## src/rtl/anx_pkg.sv

```systemverilog
package anx_pkg;
   // Bit positions of the status word; a management reader decodes these.
   localparam int unsigned BIT_ABLE    = 0;
   localparam int unsigned BIT_PAGE    = 1;
   localparam int unsigned BIT_NP_LOC  = 2;
   localparam int unsigned BIT_NP_LP   = 3;
   localparam int unsigned BIT_FAULT   = 4;
   localparam int unsigned USED_BITS   = 5;

   typedef struct packed {
      logic fault;
      logic np_lp;
      logic np_loc;
      logic page;
      logic able;
   } anx_stat_t;
endpackage

```

## src/rtl/anx_sticky_bit.sv

```systemverilog
// One status flag that is set by an event and cleared by restart, reset
// or, when CLEAR_ON_READ is set, a read that hits this register.
module anx_sticky_bit #(
   parameter bit CLEAR_ON_READ = 1'b1
) (
   input  logic clk,
   input  logic rst,
   input  logic restart_i,
   input  logic set_i,
   input  logic rd_hit_i,
   output logic q_o
);
   logic clr_by_read;

   generate
      if (CLEAR_ON_READ) begin : g_cor
         assign clr_by_read = rd_hit_i;
      end else begin : g_keep
         assign clr_by_read = 1'b0 & rd_hit_i;
      end
   endgenerate

   always_ff @(posedge clk) begin
      if (rst || restart_i) begin
         q_o <= 1'b0;
      end else if (set_i) begin
         q_o <= 1'b1;
      end else if (clr_by_read) begin
         q_o <= 1'b0;
      end
   end

   // an event colliding with a clearing read leaves the flag set
   a_r8_event_kept: assert property (@(posedge clk) disable iff (rst)
      (set_i && !restart_i) |=> q_o);

   // restart leaves the flag clear whatever else happens
   a_r9_restart_clears: assert property (@(posedge clk) disable iff (rst)
      restart_i |=> !q_o);
endmodule

```

## src/rtl/anx_np_capture.sv

```systemverilog
// Holds the partner next-page bit taken from the last stored code word.
module anx_np_capture (
   input  logic clk,
   input  logic rst,
   input  logic restart_i,
   input  logic load_i,
   input  logic np_i,
   output logic q_o
);
   always_ff @(posedge clk) begin
      if (rst || restart_i) begin
         q_o <= 1'b0;
      end else if (load_i) begin
         q_o <= np_i;
      end
   end

   // the value follows the code word when one is stored
   a_r6_np_follows: assert property (@(posedge clk) disable iff (rst)
      (load_i && !restart_i) |=> (q_o == $past(np_i)));

   // without a new code word the value holds
   a_r6_np_holds: assert property (@(posedge clk) disable iff (rst)
      (!load_i && !restart_i) |=> $stable(q_o));
endmodule

```

## src/rtl/anx_rd_port.sv

```systemverilog
// Address decode and registered read data for one management register.
module anx_rd_port #(
   parameter int unsigned ADDR_W    = 5,
   parameter int unsigned DATA_W    = 16,
   parameter int unsigned REG_INDEX = 6
) (
   input  logic              clk,
   input  logic              rst,
   input  logic              rd_en,
   input  logic [ADDR_W-1:0] rd_addr,
   input  logic [DATA_W-1:0] word_i,
   output logic              rd_hit_o,
   output logic [DATA_W-1:0] rd_data
);
   localparam logic [ADDR_W-1:0] MY_ADDR = ADDR_W'(REG_INDEX);

   generate
      if (REG_INDEX >= (1 << ADDR_W)) begin : g_bad_index
         $error("anx_rd_port: REG_INDEX does not fit in ADDR_W bits");
      end
   endgenerate

   assign rd_hit_o = rd_en && (rd_addr == MY_ADDR);

   always_ff @(posedge clk) begin
      if (rst) begin
         rd_data <= '0;
      end else if (rd_hit_o) begin
         rd_data <= word_i;
      end else begin
         rd_data <= '0;
      end
   end

   // a strobe to another index, or no strobe, yields zero
   a_r1_miss_zero: assert property (@(posedge clk) disable iff (rst)
      !(rd_en && (rd_addr == MY_ADDR)) |=> (rd_data == '0));

   // a hit presents the word as it stood at the strobe
   a_r1_hit_value: assert property (@(posedge clk) disable iff (rst)
      rd_hit_o |=> (rd_data == $past(word_i)));
endmodule

```

## src/rtl/anx_status_reg.sv

```systemverilog
module anx_status_reg #(
   parameter int unsigned ADDR_W        = 5,
   parameter int unsigned DATA_W        = 16,
   parameter int unsigned REG_INDEX     = 6,
   parameter bit          LOCAL_NP_CAP  = 1'b1
) (
   input  logic              clk,
   input  logic              rst,
   input  logic              an_restart,
   input  logic              rd_en,
   input  logic [ADDR_W-1:0] rd_addr,
   output logic [DATA_W-1:0] rd_data,
   input  logic              fault_evt,
   input  logic              page_evt,
   input  logic              lp_np_bit,
   input  logic              flp_evt
);
   import anx_pkg::*;

   generate
      if (DATA_W < USED_BITS) begin : g_bad_width
         $error("anx_status_reg: DATA_W too small for the status fields");
      end
   endgenerate

   anx_stat_t         stat;
   logic              rd_hit;
   logic [DATA_W-1:0] word;

   anx_sticky_bit #(.CLEAR_ON_READ(1'b1)) u_fault (
      .clk(clk), .rst(rst), .restart_i(an_restart),
      .set_i(fault_evt), .rd_hit_i(rd_hit), .q_o(stat.fault));

   anx_sticky_bit #(.CLEAR_ON_READ(1'b1)) u_page (
      .clk(clk), .rst(rst), .restart_i(an_restart),
      .set_i(page_evt), .rd_hit_i(rd_hit), .q_o(stat.page));

   anx_sticky_bit #(.CLEAR_ON_READ(1'b0)) u_able (
      .clk(clk), .rst(rst), .restart_i(an_restart),
      .set_i(flp_evt), .rd_hit_i(rd_hit), .q_o(stat.able));

   anx_np_capture u_np (
      .clk(clk), .rst(rst), .restart_i(an_restart),
      .load_i(page_evt), .np_i(lp_np_bit), .q_o(stat.np_lp));

   generate
      if (LOCAL_NP_CAP) begin : g_np_yes
         assign stat.np_loc = 1'b1;
      end else begin : g_np_no
         assign stat.np_loc = 1'b0;
      end
   endgenerate

   always_comb begin
      word             = '0;
      word[BIT_FAULT]  = stat.fault;
      word[BIT_NP_LP]  = stat.np_lp;
      word[BIT_NP_LOC] = stat.np_loc;
      word[BIT_PAGE]   = stat.page;
      word[BIT_ABLE]   = stat.able;
   end

   anx_rd_port #(.ADDR_W(ADDR_W), .DATA_W(DATA_W), .REG_INDEX(REG_INDEX)) u_rd (
      .clk(clk), .rst(rst), .rd_en(rd_en), .rd_addr(rd_addr),
      .word_i(word), .rd_hit_o(rd_hit), .rd_data(rd_data));

   // reserved upper bits never show up
   a_r2_reserved_zero: assert property (@(posedge clk) disable iff (rst)
      rd_data[DATA_W-1:USED_BITS] == '0);

   // local capability bit is present in every hit read
   a_r3_local_np: assert property (@(posedge clk) disable iff (rst)
      rd_hit |=> (rd_data[BIT_NP_LOC] == LOCAL_NP_CAP));

   // auto-negotiation-able survives reads until a restart
   a_r7_able_sticky: assert property (@(posedge clk) disable iff (rst)
      (stat.able && !an_restart) |=> stat.able);

   // a set fault flag survives anything but a hit read or restart
   a_r4_fault_holds: assert property (@(posedge clk) disable iff (rst)
      (stat.fault && !(rd_en && rd_addr == ADDR_W'(REG_INDEX)) && !an_restart)
      |=> stat.fault);
endmodule

```

## config.mk

```make
export PLATFORM = sky130hd
export DESIGN_NAME = anx_status_reg
export DESIGN_NICKNAME = d
export VERILOG_FILES = /design/src/rtl/anx_pkg.sv /design/src/rtl/anx_sticky_bit.sv /design/src/rtl/anx_np_capture.sv /design/src/rtl/anx_rd_port.sv /design/src/rtl/anx_status_reg.sv
export SDC_FILE = /design/constraint.sdc
export NUM_CORES = 1
export LEC_CHECK = 0
export ABC_AREA = 1
export CAP_MARGIN = 20
export CORE_AREA = 5 5 42 44
export DETAILED_ROUTE_END_ITERATION = 8
export DIE_AREA = 0 0 47 49
export PLACE_DENSITY = 0.82
export SYNTH_ARGS = -nofsm -noshare
export SYNTH_HDL_FRONTEND = slang
export SYNTH_SLANG_ARGS = --single-unit
export TNS_END_PERCENT = 5
```

## constraint.sdc

```tcl
create_clock -name clk -period 1.7 [get_ports clk]
set_input_delay 0.255 -clock clk [delete_from_list [all_inputs] [get_ports clk]]
set_output_delay 0.255 -clock clk [all_outputs]
set_load 0.005 [all_outputs]
```

Word level (Yosys, flattened, before mapping)
Cells that the tools add are included.
{"block": "word_totals", "out_inout_bits": 16, "register_bits": 20, "inputBits": 13, "wordCells": 17}
{"block": "op_classes", "muxes": 4, "n_bitwise": 1, "n_reduce_logical": 5, "eq_ne": 1}
{"operator": "$eq A5 B3 Y1 const B", "count": 1}
{"operator": "$reduce_bool A2 Y1", "count": 2}
{"operator": "$mux W1", "count": 3}
{"operator": "$mux W3", "count": 1}
{"operator": "$reduce_or A2 Y1", "count": 1}
{"operator": "$logic_and A1 B1 Y1", "count": 1}
{"operator": "$logic_or A1 B1 Y1", "count": 1}
{"operator": "$not A1 Y1", "count": 1}

Depth between registers and ports, before layout
{"block": "logic_depth", "depth_word": 4, "mapped_depth": 6, "mapped_depth_nobuf": 6}

By module
A second synthesis with hierarchy kept.
{"block": "unflattened", "hier_cells": 88, "area_unflattened_um2": 725.7}
{"module": "anx_rd_port", "instances": 1, "seq_area_each_um2": 320.3, "cells_each": 57, "area_each_um2": 531.8}
{"module": "anx_sticky_bit at u_fault ...", "instances": 2, "seq_area_each_um2": 20.0, "cells_each": 8, "area_each_um2": 51.3}
{"module": "anx_np_capture", "instances": 1, "seq_area_each_um2": 20.0, "cells_each": 7, "area_each_um2": 45.0}
{"module": "anx_sticky_bit at u_able", "instances": 1, "seq_area_each_um2": 20.0, "cells_each": 6, "area_each_um2": 38.8}
{"module": "anx_status_reg", "instances": 1, "seq_area_each_um2": 0.0, "cells_each": 2, "area_each_um2": 7.5}

Worst setup path before layout
No wires, ideal clock.
{"block": "synth_timing", "path_type": "in2reg", "startpoint": "input rd_addr[4]", "endpoint": "register u_rd.rd_data[3]", "n_path_buf": 0, "path_stages": 5, "arrival_ps": 663, "setup_slack_ps": 973, "setup_ps": 64, "path_cell_list": "nor2_2 > nand3_2 > nor2_4 > inv_2 > nor2_1"}
{"block": "synth_via", "elab_chain_cells": 4}
{"element": "from (decl)", "line": "anx_status_reg.sv:11", "text": "input logic [ADDR_W-1:0] rd_addr,"}
{"element": "$eq A5 B3 Y1", "line": "anx_rd_port.sv:23", "text": "assign rd_hit_o = rd_en && (rd_addr == MY_ADDR);"}
{"element": "$logic_and A1 B1 Y1", "line": "anx_rd_port.sv:23"}
{"element": "$not A1 Y1 (no source line)"}
{"element": "$reduce_or A2 Y1 (no source line)"}
{"element": "to (signal assigned)", "line": "anx_rd_port.sv:29", "text": "rd_data <= word_i;"}
{"element": "to (decl)", "line": "anx_rd_port.sv:13", "text": "output logic [DATA_W-1:0] rd_data"}
No other way between the ends.
A chain may end at the register's enable or synchronous reset.

Worst setup path after layout
{"block": "layout_timing", "startpoint": "register u_rd.rd_data[4]", "endpoint": "output rd_data[4]"}
{"element": "to (decl)", "line": "anx_status_reg.sv:12", "text": "output logic [DATA_W-1:0] rd_data,"}
No word-level cell between the ends.

==> results.md <==
- Via count: about 280
- Worst-Skew Late Latency: 0.24 ns
- Family with the most delay on the worst path: buffers and inverters
- Avg Cell Area, Syn: between 8 and 9 µm²
- Slew Limit Fails: 0
- Seq cells post-synth: 9
- CP max FO: 1
- Drt wl/cell: around 7.2 µm
- DRT Pass-1 Iters: 1
- I/O Buffers: 17
- Vias in the first global route: roughly 240
- Util after Layout: 40.8%
- FF-to-FF End: u_np.q_o$_SDFFE_PP0P_
- CTS Hold Bufs: 0
- Layout cells sized above 1: 13.2%
- Ant diodes: 0
- IO Pins: 29
- Reg clk slew, reported paths: 0.06 ns
- DIE WIDTH: 47 µm
- Core ar.: between 0.001 and 0.0015 mm²
- Post-route insts no fill: 84
- Fillers: around 160
- Hold WS: 0.427 ns
- All-Layer GR Usage: 5.36%
- FF-to-FF setup slack: 1.06 ns
- Hold path start: u_fault.q_o$_SDFFE_PP0P_
- Worst hold stages: 2
- Syn Inst Count: 48
- Final period util: 76.5%
- Maximum clock path buffer count: 2
- Reg area: 180 µm²
- Gpl congestion: 0.658
- Reg2reg start: u_np.q_o$_SDFFE_PP0P_
- Post-CTS Repair Setup Buffers: 0
- CTS resizes: 0
- Slowest CP cell: clkdlybuf4s50_1
- Setup violations, final: 0
- RSZ-0062 raised after global routing: false
- Crit path buf inv count: 1
- CTS tree: done
- Dpl cells: 80
- TritonCTS Buffers: 3
- Post-synthesis sequential area ratio: 45.0%
- Post-layout net count: 82
- DR iter-0 viols: 0
- Hold Fails Final Rpt: 0
- Die height: 49 µm
- H-tree levels: 1
- Crit-path cells: clkdlybuf4s50_1
- Die area: 0.00230 mm²
- Distinct cells, synth: 13
- GR Overflow Total: 0
- Site Rows: 14
- Post-route minimum period: ~1.3 ns
- Leakage: approximately 0.25 nW
- Critical path capture point type: primary output
- Initial antenna violation count: 0
- First-pass GRT wire length: 903 µm
- Mapped cell area: 400 µm²
- Largest net degree at the start of global routing: 6
- Setup Skew: 0.000188 ns
- Hold Path Class: reg -> reg
- Detailed Place HPWL: 559 µm
- CP Class: reg -> out
- Fmax: 769 MHz
- Root Buffer Master: clkbuf_4
- Worst hold endpoint: u_rd.rd_data[4]$_SDFF_PP0_
- Power Density: 735 mW/mm²
- Ys Warns: 0
- Slowest cell delay on critical path: 0.49 ns
- Max cap viols: 0
- Worst reg2reg path depth: 2
- Initial core utilization: 28.6%
- Setup_tns: 0 ns
- Max rail drop VDD: 0.256 mV
- Multi-input logic area: 141 µm²
- Area delta synth->final: 42.8%
- Drc violations: 0
- Vias per inst: 3.37
- Startpoint Class: register
- WL final: 608 µm
- Status: finished, final reports clean
- Final ANT Viol Nets: 0
- CP required: approximately 1.4 ns
- Clk sinks: 9
- Worst Path Arrival: 1.05 ns
registers in the layout, indices dropped and copies added (netlist names):
signal,count
u_np.q_o,1
u_rd.rd_data,5
u_page.q_o,1
u_fault.q_o,1
u_able.q_o,1
stage by stage:
| stage | area, µm² | total power, mW | setup slack, ns |
|---|---|---|---|
| global route | 572 | 0.452 | 0.340 |
| detailed placement | 546 | 0.272 | 0.438 |
| global placement | 546 | 0.271 | 0.467 |
| CTS | 572 | 0.425 | 0.388 |
| floorplan | 438 | 0.259 | 0.973 |
| finish | 572 | 0.420 | 0.399 |
power by group:
part           internal (mW)  switching [mW]  total (mW)
sequential             0.216         0.00192       0.218
clock                 0.0897          0.0628       0.152
combinational         0.0303          0.0200      0.0503
total                  0.336          0.0847       0.420
synthesized netlist by cell type:
| cell | instances | area [µm²] |
|---|---|---|
| a211oi_2 | 1 | 12.5 |
| dfxtp_1 | 9 | 180 |
| nand3_2 | 1 | 10.0 |
| nand2_1 | 3 | 11.3 |
| nor2_4 | 1 | 11.3 |
| a21oi_1 | 2 | 10.0 |
| inv_1 | 8 | 30.0 |
| inv_2 | 1 | 3.75 |
| nor2_1 | 7 | 26.3 |
| buf_4 | 11 | 82.6 |
| nor2_2 | 2 | 12.5 |
| conb_1 | 1 | 3.75 |
| or2_1 | 1 | 6.26 |
worst max-delay path by stage:
stage,from,endpoint,slack [ns],cells past startpoint
6_report,u_rd.rd_data[4]$_SDFF_PP0_,rd_data[4],0.40,1
5_1_grt,u_rd.rd_data[4]$_SDFF_PP0_,rd_data[4],0.34,1
4_1_cts,u_rd.rd_data[4]$_SDFF_PP0_,rd_data[4],0.39,1
3_5_place_dp,rst,u_np.q_o$_SDFFE_PP0P_,0.44,3
3_3_place_gp,rd_addr[2],u_rd.rd_data[3]$_SDFF_PP0_,0.47,7
2_1_floorplan,rd_addr[4],u_rd.rd_data[3]$_SDFF_PP0_,0.97,5
worst min-delay path, stage by stage (launching register included):
cell and delay, ns:
dfxtp_1 0.31, inv_1 0.05, nor2_1 0.03
cell families (layout without fill, tap and decap cells):
kind of cell | after synthesis | count (layout) | share of synthesized area, %
buffers and inverters | 20 | 30 | 29.1
other | 1 | 11 | 0.937
AO/OA/AOI/OAI | 3 | 3 | 5.62
AND/OR/NAND/NOR | 15 | 15 | 19.4
flip-flops | 9 | 9 | 45.0
placed cells by master (no fill, tap or decap):
master and n:
conb_1 11, nand3_2 1, nor2_4 1, inv_1 8, inv_2 1, a211oi_2 1, nor2_1 7, nor2_2 2
clkdlybuf4s50_1 17, nand2_1 3, clkbuf_1 1, clkbuf_4 3, dfxtp_1 9, or2_1 1, a21oi_1 2
layout make-up:
cell class	count	area share (%)
clock buffers	4	4.60
inverters	9	5.91
repair buffers	17	29.8
well taps	16	3.50
multi-input cells	29	24.7
flip-flops and latches	9	31.5
layer usage:
layer,vias to the layer above,wire length [µm],global-route usage (%)
met5,-,0,0
met4,0,0,1.38
met3,0,98,3.32
met2,17,294,7.47
met1,108,215,6.86
li1,158,-,-
Note: power is estimated with default switching activity, not from simulation.
